===== src/rtl/tmr8_pkg.sv =====
package tmr8_pkg;

   typedef enum logic {
      DIR_UP   = 1'b0,
      DIR_DOWN = 1'b1
   } tmr_dir_e;

   localparam int FLG_OVF = 0;
   localparam int FLG_CMP = 1;
   localparam int NUM_FLG = 2;

endpackage


===== src/rtl/tmr8_count_core.sv =====
module tmr8_count_core
   import tmr8_pkg::*;
#(
   parameter int CNT_W = 8
) (
   input  logic             clk,
   input  logic             rst_n,
   input  logic             mode_pwm,
   output logic [CNT_W-1:0] cnt_q,
   output logic             wrap_evt
);

   localparam logic [CNT_W-1:0] TOP_VAL = {CNT_W{1'b1}};
   localparam logic [CNT_W-1:0] BOT_VAL = '0;
   localparam logic [CNT_W-1:0] ONE_VAL = CNT_W'(1);

   tmr_dir_e         dir_q;
   tmr_dir_e         dir_nxt;
   logic [CNT_W-1:0] cnt_nxt;

   always_comb begin
      cnt_nxt  = cnt_q + ONE_VAL;
      dir_nxt  = DIR_UP;
      wrap_evt = 1'b0;
      if (!mode_pwm) begin
         wrap_evt = (cnt_q == TOP_VAL);
      end else begin
         unique case (dir_q)
            DIR_UP: begin
               if (cnt_q == TOP_VAL) begin
                  cnt_nxt = cnt_q - ONE_VAL;
                  dir_nxt = DIR_DOWN;
               end
            end
            DIR_DOWN: begin
               if (cnt_q == BOT_VAL) begin
                  wrap_evt = 1'b1;
               end else begin
                  cnt_nxt = cnt_q - ONE_VAL;
                  dir_nxt = DIR_DOWN;
               end
            end
            default: ;
         endcase
      end
   end

   always_ff @(posedge clk or negedge rst_n) begin
      if (!rst_n) begin
         cnt_q <= '0;
         dir_q <= DIR_UP;
      end else begin
         cnt_q <= cnt_nxt;
         dir_q <= dir_nxt;
      end
   end

endmodule


===== src/rtl/tmr8_flag_cell.sv =====
module tmr8_flag_cell (
   input  logic clk,
   input  logic rst_n,
   input  logic set_evt,
   input  logic clr_req,
   output logic flag_q
);

   always_ff @(posedge clk or negedge rst_n) begin
      if (!rst_n)       flag_q <= 1'b0;
      else if (set_evt) flag_q <= 1'b1;
      else if (clr_req) flag_q <= 1'b0;
   end

endmodule


===== src/rtl/tmr8_irq_gate.sv =====
module tmr8_irq_gate #(
   parameter int N = 2
) (
   input  logic         glb_en,
   input  logic [N-1:0] src_en,
   input  logic [N-1:0] src_flag,
   output logic [N-1:0] req
);

   for (genvar g = 0; g < N; g++) begin : g_req
      assign req[g] = glb_en & src_en[g] & src_flag[g];
   end

endmodule


===== src/rtl/tmr8_flag_unit.sv =====
module tmr8_flag_unit
   import tmr8_pkg::*;
#(
   parameter int CNT_W = 8
) (
   input  logic             clk,
   input  logic             rst_n,
   input  logic             mode_pwm,
   input  logic [CNT_W-1:0] cmp_val,
   input  logic             flag_wr,
   input  logic [1:0]       flag_wdata,
   input  logic             ovf_ack,
   input  logic             cmp_ack,
   input  logic             gie,
   input  logic             ovf_ie,
   input  logic             cmp_ie,
   output logic [CNT_W-1:0] count,
   output logic             ovf_flag,
   output logic             cmp_flag,
   output logic             ovf_irq,
   output logic             cmp_irq
);

   if (CNT_W < 2) begin : g_bad_width
      $error("tmr8_flag_unit: CNT_W must be at least 2");
   end

   logic               wrap_evt;
   logic [NUM_FLG-1:0] set_vec;
   logic [NUM_FLG-1:0] clr_vec;
   logic [NUM_FLG-1:0] ack_vec;
   logic [NUM_FLG-1:0] en_vec;
   logic [NUM_FLG-1:0] flag_vec;
   logic [NUM_FLG-1:0] req_vec;

   tmr8_count_core #(.CNT_W(CNT_W)) u_core (
      .clk      (clk),
      .rst_n    (rst_n),
      .mode_pwm (mode_pwm),
      .cnt_q    (count),
      .wrap_evt (wrap_evt)
   );

   always_comb begin
      set_vec          = '0;
      set_vec[FLG_OVF] = wrap_evt;
      set_vec[FLG_CMP] = (count == cmp_val);
      ack_vec          = '0;
      ack_vec[FLG_OVF] = ovf_ack;
      ack_vec[FLG_CMP] = cmp_ack;
      en_vec           = '0;
      en_vec[FLG_OVF]  = ovf_ie;
      en_vec[FLG_CMP]  = cmp_ie;
      clr_vec          = ack_vec | ({NUM_FLG{flag_wr}} & flag_wdata);
   end

   for (genvar f = 0; f < NUM_FLG; f++) begin : g_flag
      tmr8_flag_cell u_cell (
         .clk     (clk),
         .rst_n   (rst_n),
         .set_evt (set_vec[f]),
         .clr_req (clr_vec[f]),
         .flag_q  (flag_vec[f])
      );
   end

   tmr8_irq_gate #(.N(NUM_FLG)) u_irq (
      .glb_en   (gie),
      .src_en   (en_vec),
      .src_flag (flag_vec),
      .req      (req_vec)
   );

   assign ovf_flag = flag_vec[FLG_OVF];
   assign cmp_flag = flag_vec[FLG_CMP];
   assign ovf_irq  = req_vec[FLG_OVF];
   assign cmp_irq  = req_vec[FLG_CMP];

endmodule


===== config.mk =====
export PLATFORM = sky130hd
export DESIGN_NAME = tmr8_flag_unit
export DESIGN_NICKNAME = d
export VERILOG_FILES = /design/src/rtl/tmr8_pkg.sv /design/src/rtl/tmr8_count_core.sv /design/src/rtl/tmr8_flag_cell.sv /design/src/rtl/tmr8_irq_gate.sv /design/src/rtl/tmr8_flag_unit.sv
export SDC_FILE = /design/constraint.sdc
export NUM_CORES = 1
export LEC_CHECK = 0
export ABC_AREA = 1
export CORE_ASPECT_RATIO = 1.1
export CORE_UTILIZATION = 44
export CTS_CLUSTER_DIAMETER = 40
export CTS_CLUSTER_SIZE = 14
export DETAILED_ROUTE_END_ITERATION = 16
export PLACE_DENSITY = 0.78
export RECOVER_POWER = 25
export SETUP_SLACK_MARGIN = 0.15
export SLEW_MARGIN = 20
export SYNTH_ARGS = -nofsm -noshare
export SYNTH_HDL_FRONTEND = slang
export SYNTH_SLANG_ARGS = --single-unit

===== constraint.sdc =====
create_clock -name clk -period 1.7 [get_ports clk]
set_input_delay 0.255 -clock clk [delete_from_list [all_inputs] [get_ports clk]]
set_output_delay 0.255 -clock clk [all_outputs]
set_load 0.02 [all_outputs]

# Word level (Yosys, flattened, before mapping)
# Cells that the tools add are included.
# totals
reg_bits,11
latchBits,0
ramBits,0
rom_bits,0
word_cells,33
memories,0
# classes
addsub,2
multipliers,0
n_div,0
order_cmp,0
n_eq_ne,2
shifts,0
muxes,15
bitwise,7
reduce_logical,3
# ops
cell,n
2-to-1 mux 8 bit,3
one-hot mux 8 bit (2 select lines),1
2-to-1 mux 1 bit,10
"adder 8 x 1 -> 8 bit, second input constant",1
equality test 8 bit,1
"equality test 8 bit, second input constant",1
zero test 8 bit,1
"subtractor 8 x 1 -> 8 bit, second input constant",1
AND 1 bit,4
nonzero test 2 bit,2
AND 2 bit,1
bitwise OR 2 bit,1
one-hot mux 1 bit (2 select lines),1
NOT 1 bit,1

# Depth between registers and ports, before layout
# Gate-level depths: netlist of the first run.
# logic_depth
ltp_word,5
depth_mapped,11

# Cells and area by module
# From an unflattened synthesis of the first run, not the netlist that was laid out.
# hier_totals
cells_unflattened,171
hier_area_um2,1017.2
# modules_own_cells
module,instances,cells_per_inst,area_each_um2,seq_area_each_um2
tmr8_count_core,1,109,729.4,225.2
tmr8_flag_unit,1,46,180.2,0.0
tmr8_flag_cell,2,5,40.0,25.0
tmr8_irq_gate,1,6,27.5,0.0

# Least setup slack after synthesis of the first run
# Ideal clock, no wire load.
# synth_path
kind,register to register
start,register u_core.cnt_q[0]
end,register u_core.cnt_q[7]
arrival_time_ps,1401
t_required_ps,1579
slack_ps,178
stages_incl_launch_ff,10
path_buffers,1
synth_period_minus_slack_ps,1522
cell_sequence,dfrtp_1 -> inv_1 -> ha_1 -> inv_1 -> nor2_1 -> nand3_1 -> nand3_2 -> buf_6 -> nor2_1 -> a21oi_2
# synth_via
elab_chain_cells,4
elab_cells_between_ends,8
# synth_lines
element,line_no,text
from (decl),tmr8_count_core.sv:9,"output logic [CNT_W-1:0] cnt_q,"
from (signal assigned),tmr8_count_core.sv:53,cnt_q <= cnt_nxt;
subtractor 8 x 1 -> 8 bit (tied with other cells),"tmr8_count_core.sv:31, tmr8_count_core.sv:39",
"2-to-1 mux 8 bit, on equally long branches","tmr8_count_core.sv:36, tmr8_count_core.sv:30",
one-hot mux 8 bit (2 select lines),tmr8_count_core.sv:28,unique case (dir_q)
2-to-1 mux 8 bit *,tmr8_count_core.sv:25,if (!mode_pwm) begin
named net u_core.cnt_nxt[7],tmr8_count_core.sv:19,logic [CNT_W-1:0] cnt_nxt;
# Mark *: on every way through the listed nets, which the timed path passes. The rest lies on a longest branch.
# A chain may end at the register's enable or synchronous reset.

# Worst setup path after layout of the first run
# layout_path
start,register g_flag[0].u_cell.flag_q
end,output ovf_flag
# layout_rtl
element,line_no,text
from (decl),tmr8_flag_cell.sv:6,output logic flag_q
from (signal assigned),tmr8_flag_cell.sv:10,if (!rst_n) flag_q <= 1'b0;
from (signal assigned),tmr8_flag_cell.sv:11,else if (set_evt) flag_q <= 1'b1;
from (signal assigned),tmr8_flag_cell.sv:12,else if (clr_req) flag_q <= 1'b0;
to (decl),tmr8_flag_unit.sv:18,"output logic ovf_flag,"
# No word-level cell between the ends.

==> results of run 1 <==
-- routing by layer --
layer  global-route usage [%]  up-vias
met3                    3.333       10
met5                        0        -
met2                    38.16       38
met1                    26.91      443
li1                         -      483
met4                    8.081        0
-- placed cells by master, fill, tap and decap left out --
cell type	Yosys	routed
sky130_fd_sc_hd__a21oi_1	2	2
sky130_fd_sc_hd__a21oi_2	1	1
sky130_fd_sc_hd__a22o_1	1	1
sky130_fd_sc_hd__and3_1	2	2
sky130_fd_sc_hd__buf_4	0	3
sky130_fd_sc_hd__clkbuf_4	0	3
sky130_fd_sc_hd__clkdlybuf4s50_1	0	20
sky130_fd_sc_hd__clkinv_2	0	1
sky130_fd_sc_hd__dfrtp_1	11	11
sky130_fd_sc_hd__dlygate4sd2_1	0	8
sky130_fd_sc_hd__dlygate4sd3_1	0	1
sky130_fd_sc_hd__dlymetal6s2s_1	0	1
sky130_fd_sc_hd__ha_1	3	2
sky130_fd_sc_hd__ha_2	0	1
sky130_fd_sc_hd__inv_1	11	10
sky130_fd_sc_hd__inv_2	6	7
sky130_fd_sc_hd__nand2_1	37	35
sky130_fd_sc_hd__nand2_2	1	2
sky130_fd_sc_hd__nand2_4	0	1
sky130_fd_sc_hd__nand2b_1	1	1
sky130_fd_sc_hd__nand3_1	9	8
sky130_fd_sc_hd__nand3_4	0	3
sky130_fd_sc_hd__nand3b_1	2	2
sky130_fd_sc_hd__nand4_1	2	2
sky130_fd_sc_hd__nor2_1	17	15
sky130_fd_sc_hd__nor2_2	1	1
sky130_fd_sc_hd__nor2_4	0	2
sky130_fd_sc_hd__o21ai_0	1	1
sky130_fd_sc_hd__o21ai_1	3	3
sky130_fd_sc_hd__or2_2	5	5
sky130_fd_sc_hd__xnor2_1	5	5
sky130_fd_sc_hd__xor2_1	6	6
-- worst max-delay path by stage --
stage,to,from
final,ovf_flag,g_flag[0].u_cell.flag_q
after global routing,u_core.cnt_q[7],u_core.cnt_q[0]
after CTS,count[1],u_core.cnt_q[1]
after detailed placement,ovf_irq,gie
after global placement,cmp_irq,gie
after floorplan,u_core.cnt_q[7],u_core.cnt_q[0]
-- power by group through the flow --
stage | registers [mW] | clock network (mW) | logic, mW
floorplan | 0.273 | 0 | 0.0189
global placement | 0.270 | 0 | 0.0779
detailed placement | 0.270 | 0 | 0.0794
CTS | 0.265 | 0.187 | 0.0801
global route | 0.265 | 0.201 | 0.0879
finish | 0.265 | 0.187 | 0.0802
-- cell families (layout without fill, tap and decap cells) --
kind of cell | after synthesis | after routing | share of synthesized area (%)
xor gates and xnor gates | 11 | 11 | 10.75
adders and majority gates | 3 | 3 | 4.190
DFF | 11 | 11 | 30.73
AOI/OAI and AO/OA | 8 | 8 | 5.307
buffers and inverters | 20 | 54 | 10.19
and+or+nand+nor | 78 | 79 | 38.83
-- cells in the mapped netlist --
cell type,number
sky130_fd_sc_hd__o21ai_1,3
sky130_fd_sc_hd__or2_2,5
sky130_fd_sc_hd__nand3b_1,2
sky130_fd_sc_hd__xor2_1,6
sky130_fd_sc_hd__nand2b_1,1
sky130_fd_sc_hd__buf_2,1
sky130_fd_sc_hd__a22o_1,1
sky130_fd_sc_hd__nand4_1,2
sky130_fd_sc_hd__a21oi_1,2
sky130_fd_sc_hd__o21ai_0,1
sky130_fd_sc_hd__ha_1,3
sky130_fd_sc_hd__inv_2,6
sky130_fd_sc_hd__xnor2_1,5
sky130_fd_sc_hd__buf_6,2
sky130_fd_sc_hd__nand2_2,1
sky130_fd_sc_hd__nor2_1,17
sky130_fd_sc_hd__nand3_1,9
sky130_fd_sc_hd__inv_1,11
sky130_fd_sc_hd__dfrtp_1,11
sky130_fd_sc_hd__nand3_2,1
sky130_fd_sc_hd__and3_1,2
sky130_fd_sc_hd__nor2_2,1
sky130_fd_sc_hd__a21oi_2,1
sky130_fd_sc_hd__nand2_1,37
-- sequential cells by signal, indices dropped and copies added, names as in the netlist --
signal,count
g_flag.u_cell.flag_q,2
u_core.dir_q,1
u_core.cnt_q,8
-- what timing repair did --
item,CTS,global route
buffers inserted,1,0
hold buffers,0,0
pin swaps,1,1
gates cloned,1,0
setup endpoints to repair,15,9
resized for setup,13,10
-- cell type report --
type,instances,share of cell area [%]
Timing Repair Buffer,33,24.07
Multi-Input combinational cell,101,45.37
Inverter,17,4.871
Sequential cell,11,21.01
Tap cell,27,2.579
Clock buffer,3,1.719
Clock inverter,1,0.3820
==> impl_metrics.toml, run 1 <==
[status]
outcome = "finished, final reports clean"

[power]
power_per_cell_area_nw_per_um2 = 406.2
power.switching_uw = 129.7
power_uw = 532.1
max-vdd-ir-drop_mv = 0.3813
leakagePower_nw = 0.6234
netSwitchingFraction_pct = 24.38
power.clock.fraction_pct = 35.1
seqPwrFrac_pct = 49.8
p_comb_share_pct = 15.1
intPower_uw = 402.3

[clock_tree]
cts_tree = "built"
htreeDepth = 1
clk_pin_slew_worst_paths_ns = 0.08
tritoncts_buffer_count = 3
clk_buf_depth = 2
clock-root-buffer = "sky130_fd_sc_hd__clkbuf_4"
clk-insertion-delay-late_ns = 0.28
cts.sinks = 11

[routing]
dr.first_iter.drc_count = 27
detail_route.wirelength.met1_microns = 965
met2_length_microns = 1107
route.detailed.vias_per_inst = 5.047
wl_per_cell_microns = 12.02
maxUsedRoutingLayer = "met4"
detail_route.first_pass.iterations = 4
ant_nets = 0
detailroute.via_count = 974
drc_errors = 0
met3WireLength_microns = 146
total_wirelength_of_the_detailed_routed_design_microns = 2319

[logic_synthesis]
synthesis.instances = 131
synth_seq_cells = 11
synthDistinctLibCells = 24
yosysWarnings = 0
synthTopCellsByArea = "sky130_fd_sc_hd__dfrtp_1 (31%), sky130_fd_sc_hd__nand2_1 (16%), sky130_fd_sc_hd__nor2_1 (7.1%), sky130_fd_sc_hd__xor2_1 (5.9%), sky130_fd_sc_hd__nand3_1 (5.0%)"
synthDominantCellAreaShare_pct = 30.73
yosysSeqAreaShare_pct = 30.73
synth_fp_nets = 153
cell_accounting_for_the_most_synthesized_area = "sky130_fd_sc_hd__dfrtp_1"
synth_area_sq_um = 895.9
post_synth.cell_area_avg_sq_um = 6.839

[timing]
final-setup-viol-count = 0
grt_setup_unrepaired = "no"
fin_tns_setup_ns = 0
upper_clock_frequency_limit_ghz = 0.6650
final.min_clock_period_ns = 1.504
finalWorstSetupSlack_ns = 0.1963
fin_hold_ws_ns = 0.3915
max_slew_violations = 0
final.period_utilization_pct = 88.45
hold_viol_final = 0
clock_skew_ns = 0.006250
actual_slew_at_the_worst_max_slew_pin_ns = 0.5402
slew_headroom_pct = 63.87

[place]
detailed_place_hpwl_microns = 1618
numPlacedInstances = 187
post-place-ws_ns = -0.01353
placement.cell_area_sq_um = 1217
finalWeightedCongestion = 0.8317
io_buffers = 30

[grt]
grt_max_degree = 12
gr-usage-all-layers_pct = 22.18
grt.overflow.total = 0
wire_length_of_the_first_global_routing_pass_microns = 3705
grt_antenna_before_repair = 0
grt_pass1_vias = 914

[finish]
fin_util_pct = 71.13
layout_cells_sized_above_1_pct = 18.07
area.growth.synth_to_final_pct = 46.23
fillCellCount = 164
multi_input_comb_area_sq_um = 594.3
post_layout_cell_count = 193
insertedDiodeCount = 0
layout.cell_area.non_filler_sq_um = 1310
layout.area.seq_sq_um = 275.3
finalNetCount = 189

[setup_path]
crit-reg2reg-capture = "u_core.cnt_q[7]"
setup.reg_to_reg.worst_slack_ns = 0.21
cp_max_fo = 3
setup.worst_path.class = "reg -> out"
r2r_cells = 8
arrival_time_at_the_worst_endpoint_ns = 1.25
cp_slowest_cell = "sky130_fd_sc_hd__clkdlybuf4s50_1"
crit_family = "buffers and inverters"
setup.worst_path.end_class = "primary output"
crit_path_cell_trace = "clkdlybuf4s50_1"
crit_path_start_kind = "flop"
critical_path_required_ns = 1.44
regToRegStartpoint = "u_core.cnt_q[0]"
worstPathBufferInverterCount = 1
critical_path_cell_count = 1
slowest_delay_ns = 0.60

[flow_run]
number_of_maximum_capacitance_violations = 0

[die]
floorplan.die_area_sq_um = 2221
die_height_microns = 49.33
start_util_pct = 48.64
design.portCount = 31
die_x_microns = 45.02
number_of_rows_created_at_floorplan = 16
coreArea_sq_um = 1842

[min_path]
hold_path_class = "in -> async"
Power figures use the tool's default switching activity.
==> run 2: changes to the inputs <==
- ABC_AREA: 1 -> default
==> impl_metrics.toml, run 2 <==
[clock_tree]
clk_buf_depth = 2
cts.sinks = 11
htreeDepth = 1
clock-root-buffer = "sky130_fd_sc_hd__clkbuf_4"
clk_pin_slew_worst_paths_ns = 0.08
tritoncts_buffer_count = 3
cts_tree = "built"
clk-insertion-delay-late_ns = 0.28

[die]
die_x_microns = 44.90
die_height_microns = 49.19
start_util_pct = 48.37
design.portCount = 31
number_of_rows_created_at_floorplan = 16
coreArea_sq_um = 1842
floorplan.die_area_sq_um = 2209

[flow_run]
number_of_maximum_capacitance_violations = 0

[setup_path]
critPathMostFrequentCell = "sky130_fd_sc_hd__buf_4"
worstPathBufferInverterCount = 2
crit_family = "simple AND/OR/NAND/NOR gates"
cp_slowest_cell = "sky130_fd_sc_hd__or4_4"
cp_max_fo = 3
crit_path_cell_trace = "or4_4 -> buf_4 -> buf_4 -> o41ai_1 -> a211o_1 -> nand2_1"
critical_path_required_ns = 1.83
setup.worst_path.end_class = "flop"
crit_path_start_kind = "flop"
arrival_time_at_the_worst_endpoint_ns = 2.26
setup.worst_path.class = "reg -> reg"
slowest_delay_ns = 0.57

[place]
finalWeightedCongestion = 0.8553
io_buffers = 30
detailed_place_hpwl_microns = 2013
numPlacedInstances = 171
post-place-ws_ns = -0.1418
placement.cell_area_sq_um = 1348

[min_path]
hold_path_class = "in -> async"

[routing]
route.detailed.vias_per_inst = 6.710
ant_nets = 0
total_wirelength_of_the_detailed_routed_design_microns = 5095
drc_errors = 0
detail_route.first_pass.iterations = 5
wl_per_cell_microns = 25.48
detailroute.via_count = 1342
dr.first_iter.drc_count = 100

[timing]
clock_skew_ns = 0.001959
max_slew_violations = 0
actual_slew_at_the_worst_max_slew_pin_ns = 0.5788
slew_headroom_pct = 61.28
upper_clock_frequency_limit_ghz = 0.4699
grt_setup_unrepaired = "yes"
final.period_utilization_pct = 125.2
final-setup-viol-count = 5
finalWorstSetupSlack_ns = -0.4281
final.min_clock_period_ns = 2.128
hold_viol_final = 0

[logic_synthesis]
synth_fp_nets = 126
synth_area_sq_um = 890.9
most_frequent_cells_after_synthesis = "sky130_fd_sc_hd__dfrtp_1 (11), sky130_fd_sc_hd__xnor2_1 (9), sky130_fd_sc_hd__nand2_1 (8)"
synthesis.instances = 104
synthDominantCellAreaShare_pct = 30.90
predominant_post_synthesis_flop_cell = "sky130_fd_sc_hd__dfrtp_1"
yosysWarnings = 0
synthTopCellsByArea = "sky130_fd_sc_hd__dfrtp_1 (31%), sky130_fd_sc_hd__xnor2_1 (8.8%), sky130_fd_sc_hd__ha_1 (4.2%), sky130_fd_sc_hd__nand2_1 (3.4%), sky130_fd_sc_hd__and3_1 (2.8%)"
yosysSeqAreaShare_pct = 30.90
synth-edff-count = 0
synth_async_sr_flop_share_pct = 100.0
synthDistinctLibCells = 40
synthMostInstantiatedCell = "sky130_fd_sc_hd__dfrtp_1"
cell_accounting_for_the_most_synthesized_area = "sky130_fd_sc_hd__dfrtp_1"
post_synth.cell_area_avg_sq_um = 8.566
synth_seq_cells = 11

[finish]
insertedDiodeCount = 0
fin_util_pct = 93.55
layout_cells_sized_above_1_pct = 41.04
regMostFlops = "u_core.cnt_q"
largest_registers = "u_core.cnt_q x8, g_flag.u_cell.flag_q x2, u_core.dir_q x1"
area.growth.synth_to_final_pct = 93.40
layout.cells.most_common = "sky130_fd_sc_hd__buf_4"
finalNetCount = 196
layout.cell_area.non_filler_sq_um = 1723
post_layout_cell_count = 200
max_ffs_per_register = 8
final_cell_mix = "sky130_fd_sc_hd__buf_4 (29), sky130_fd_sc_hd__clkdlybuf4s50_1 (17), sky130_fd_sc_hd__buf_6 (17), sky130_fd_sc_hd__xnor2_1 (9)"

[grt]
gr-usage-all-layers_pct = 38.85
grt_pass1_vias = 1242
grt.overflow.total = 0
wire_length_of_the_first_global_routing_pass_microns = 6147
grt_antenna_before_repair = 0
grt_max_degree = 12

[power]
max-vdd-ir-drop_mv = 1.144
power_per_cell_area_nw_per_um2 = 1109
leakagePower_nw = 0.7812

[status]
violations = "setup timing"
outcome = "complete, but fails checks"
-- run 2: cell count changes after synthesis, moves of 6 or more --
cell	previous run	this run
sky130_fd_sc_hd__clkbuf_1	0	6
sky130_fd_sc_hd__nand2_1	37	8
sky130_fd_sc_hd__inv_1	11	5
sky130_fd_sc_hd__nor2_1	17	5
sky130_fd_sc_hd__inv_2	6	0
-- run 2: per-stage QoR --
step	power [mW]	hold WS [ns]	TNS, ns
finish	1.910	0.4102	-0.9638
CTS	1.686	0.3439	-0.2841
detailed placement	1.237	0.5383	-0.5599
global route	1.964	0.4318	-1.265
floorplan	0.8765	-0.04059	-1.153
global placement	1.212	0.5347	-0.3935
-- run 2: final cells by class --
type / instances / area [sq um]
sequential: 11 / 279.0
tap: 27 / 33.78
inverter: 5 / 21.27
multi-input combinational: 78 / 660.6
clock buffer: 4 / 26.28
fill: 69 / 118.9
timing repair buffer: 75 / 701.9
-- run 2: final timing paths --
kind,start,end,slack (ns),cells past startpoint
worst max-delay path,u_core.cnt_q[3],u_core.cnt_q[7],-0.43,6
worst min-delay path,rst_n,u_core.cnt_q[6],0.41,1
worst max register to register,u_core.cnt_q[3],u_core.cnt_q[7],-0.43,6
worst min register to register,g_flag[0].u_cell.flag_q,g_flag[0].u_cell.flag_q,0.57,1
max in group asynchronous,rst_n,u_core.cnt_q[1],0.88,1
min in group clk,g_flag[0].u_cell.flag_q,g_flag[0].u_cell.flag_q,0.57,1
-- run 2: metal layers --
metal | vias up | share of wire (%) | track usage (%) | wire length [microns]
li1 | 521 | - | - | -
met1 | 627 | 32 | 45.58 | 1643
met2 | 139 | 47 | 65.69 | 2386
met3 | 55 | 11 | 10.37 | 585
met4 | 0 | 9.4 | 14.65 | 480
met5 | - | 0 | 0 | 0
-- run 2: kinds of logic after synthesis --
| group | after synthesis | synth area share [%] |
|---|---|---|
| XOR/XNOR | 10 | 9.832 |
| AO/OA/AOI/OAI | 24 | 19.80 |
| AND/OR/NAND/NOR | 41 | 27.67 |
| buffers and inverters | 15 | 7.584 |
| flip-flops | 11 | 30.90 |
| adder cells (fa/ha/maj) | 3 | 4.214 |
-- run 2: report_power, final --
part | switching [mW] | internal [mW]
sequential | 0.0749 | 0.326
clock | 0.101 | 0.0911
combinational | 0.679 | 0.638
total | 0.855 | 1.06
-- run 2: repair_timing --
| item | in CTS | in global routing |
|---|---|---|
| endpoints found under the setup margin | 18 | 14 |
| hold buffers | 0 | 0 |
| setup buffers | 18 | 7 |
| pin swaps | 5 | 7 |
| resized for setup | 41 | 15 |
| cloned | 0 | 0 |
==> run 3: changes to the inputs <==
- CORE_UTILIZATION: 44 -> 42
- SYNTH_HIERARCHICAL: default -> 1
==> impl_metrics.toml, run 3 <==
[power]
power_per_cell_area_nw_per_um2 = 1317
leakagePower_nw = 0.6308
power_mw = 1.694
intPower_uw = 970.2
seqPwrFrac_pct = 29.9
netSwitchingFraction_pct = 42.72
power.clock.fraction_pct = 10.9
max-vdd-ir-drop_mv = 0.8338
p_comb_share_pct = 59.2
power.switching_uw = 723.6

[clock_tree]
htreeDepth = 1
clk_buf_depth = 2
cts.sinks = 11
clk_pin_slew_worst_paths_ns = 0.07
clk-insertion-delay-late_ns = 0.27
clock-root-buffer = "sky130_fd_sc_hd__clkbuf_4"
tritoncts_buffer_count = 3
cts_tree = "built"

[timing]
finalWorstSetupSlack_ns = 0.02284
upper_clock_frequency_limit_ghz = 0.5962
actual_slew_at_the_worst_max_slew_pin_ns = 0.5421
final-setup-viol-count = 0
max_slew_violations = 0
hold_viol_final = 0
final.min_clock_period_ns = 1.677
clock_skew_ns = 0.001877
fin_hold_ws_ns = 0.4013
final.period_utilization_pct = 98.66
slew_headroom_pct = 63.74
fin_tns_setup_ns = 0
grt_setup_unrepaired = "yes"

[setup_path]
worstPathBufferInverterCount = 0
cp_max_fo = 5
slowest_delay_ns = 0.44
critical_path_cell_count = 5
setup.worst_path.end_class = "flop"
r2r_cells = 5
setup.reg_to_reg.worst_slack_ns = 0.02
regToRegStartpoint = "u_core/cnt_q[4]"
crit_family = "simple AND/OR/NAND/NOR gates"
timing.critical_path.from = "u_core/cnt_q[4]"
crit_path_cell_trace = "nor4_4 -> nand3_2 -> a2bb2oi_4 -> mux2i_1 -> xnor2_1"
arrival_time_at_the_worst_endpoint_ns = 1.86
setup.worst_path.class = "reg -> reg"
cp_slowest_cell = "sky130_fd_sc_hd__dfrtp_2"
crit-reg2reg-capture = "u_core/cnt_q[5]"
critical_path_required_ns = 1.89
crit_path_start_kind = "flop"

[finish]
final_cell_mix = "sky130_fd_sc_hd__clkdlybuf4s50_1 (18), sky130_fd_sc_hd__xnor2_1 (13), sky130_fd_sc_hd__buf_4 (13), sky130_fd_sc_hd__dlygate4sd2_1 (8), sky130_fd_sc_hd__dfrtp_2 (7)"
largest_registers = "u_core/cnt_q x8, g_flag.u_cell/flag_q x2, u_core/dir_q x1"
regMostFlops = "u_core/cnt_q"
fillCellCount = 112
max_ffs_per_register = 8
finalNetCount = 150
area.growth.synth_to_final_pct = 68.25
layout.cells.most_common = "sky130_fd_sc_hd__clkdlybuf4s50_1"
layout.cell_area.non_filler_sq_um = 1286
insertedDiodeCount = 0
fin_util_pct = 78.77
post_layout_cell_count = 144
layout_cells_sized_above_1_pct = 30.71

[logic_synthesis]
synth_fp_nets = 100
synth-edff-count = 0
post_synth.cell_area_avg_sq_um = 9.801
yosysSeqAreaShare_pct = 36.01
synth_seq_cells = 11
synthTopCellsByArea = "sky130_fd_sc_hd__dfrtp_1 (36%), sky130_fd_sc_hd__xnor2_1 (16%), sky130_fd_sc_hd__mux2i_1 (5.2%), sky130_fd_sc_hd__ha_1 (4.9%), sky130_fd_sc_hd__a21o_1 (3.9%)"
predominant_post_synthesis_flop_cell = "sky130_fd_sc_hd__dfrtp_1"
synthDominantCellAreaShare_pct = 36.01
cell_accounting_for_the_most_synthesized_area = "sky130_fd_sc_hd__dfrtp_1"
synthesis.instances = 78
synth_area_sq_um = 764.5
most_frequent_cells_after_synthesis = "sky130_fd_sc_hd__xnor2_1 (14), sky130_fd_sc_hd__dfrtp_1 (11), sky130_fd_sc_hd__inv_1 (6)"
synthDistinctLibCells = 24
yosysWarnings = 6
synth_async_sr_flop_share_pct = 100.0
synthMostInstantiatedCell = "sky130_fd_sc_hd__xnor2_1"

[routing]
ant_nets = 0
dr.first_iter.drc_count = 15
detail_route.first_pass.iterations = 4
drc_errors = 0
total_wirelength_of_the_detailed_routed_design_microns = 2064
route.detailed.vias_per_inst = 5.333
detailroute.via_count = 768
wl_per_cell_microns = 14.33

[flow_run]
number_of_maximum_capacitance_violations = 0

[status]
outcome = "finished, final reports clean"

[place]
numPlacedInstances = 134
detailed_place_hpwl_microns = 1406
finalWeightedCongestion = 0.8006
placement.cell_area_sq_um = 1171
post-place-ws_ns = -0.03941
io_buffers = 30

[die]
start_util_pct = 46.82
die_x_microns = 42.68
design.portCount = 31
floorplan.die_area_sq_um = 1995
coreArea_sq_um = 1633
number_of_rows_created_at_floorplan = 15
die_height_microns = 46.75

[grt]
grt_antenna_before_repair = 0
grt.overflow.total = 0
wire_length_of_the_first_global_routing_pass_microns = 3091
grt_max_degree = 12
gr-usage-all-layers_pct = 21.27
grt_pass1_vias = 728

[min_path]
hold_path_class = "in -> async"
run 3: changes by cell type after synthesis, sizes merged, moves of 3 or more:
cell    delta
clkbuf     -6
xnor2      +5
a21o       +4
mux2i      +4
nand2      -4
o21ai      -4
a211o      -3
a31oi      -3
buf        -3
nor2b      -3
run 3: layer usage:
metal  vias up  routed length (microns)  track usage (%)  share of wire, %
met2        30                     1012            39.70                49
met5         -                        0                0                 0
met3         2                      155            4.615               7.5
li1        365                        -                -                 -
met1       371                      881            23.68                43
met4         0                       15            9.375              0.73
run 3: worst max-delay path by stage:
stage,endpoint
final,u_core/cnt_q[5]
after global placement,ovf_irq
after floorplan,u_core/cnt_q[3]
after CTS,u_core/cnt_q[5]
after global routing,u_core/cnt_q[2]
after detailed placement,ovf_irq
run 3: cell families (layout without fill, tap and decap cells):
logic type	Yosys count	after routing	share of synthesized area (%)
mux	4	4	5.238
flops	11	11	36.01
compound gates	9	9	10.64
simple gates	27	27	19.31
buf+inv	7	56	4.419
fa+ha+maj	3	3	4.911
xor+xnor	17	17	19.48
run 3: power by group through the flow:
| stage | Combinational (mW) | Clock [mW] | Sequential, mW |
|---|---|---|---|
| 2_1_floorplan | 0.399 | 0 | 0.638 |
| 3_3_place_gp | 0.896 | 0 | 0.520 |
| 3_5_place_dp | 0.910 | 0 | 0.524 |
| 4_1_cts | 0.946 | 0.194 | 0.500 |
| 5_1_grt | 1.07 | 0.207 | 0.516 |
| 6_report | 1.00 | 0.185 | 0.506 |
run 3: area by class of cell:
type	instances	area, sq um	area share (%)
Timing Repair Buffer	46	420.4	32.68
Tap cell	17	21.27	1.654
Clock buffer	4	26.28	2.043
Sequential cell	11	284.0	22.08
Multi-Input combinational cell	60	511.7	39.79
Inverter	6	22.52	1.751
run 3: repair_timing:
item,CTS,global route
pin swaps,6,4
buffers inserted,6,0
gates resized for setup,18,11
hold buffers,0,0
endpoints found under the setup margin,16,10
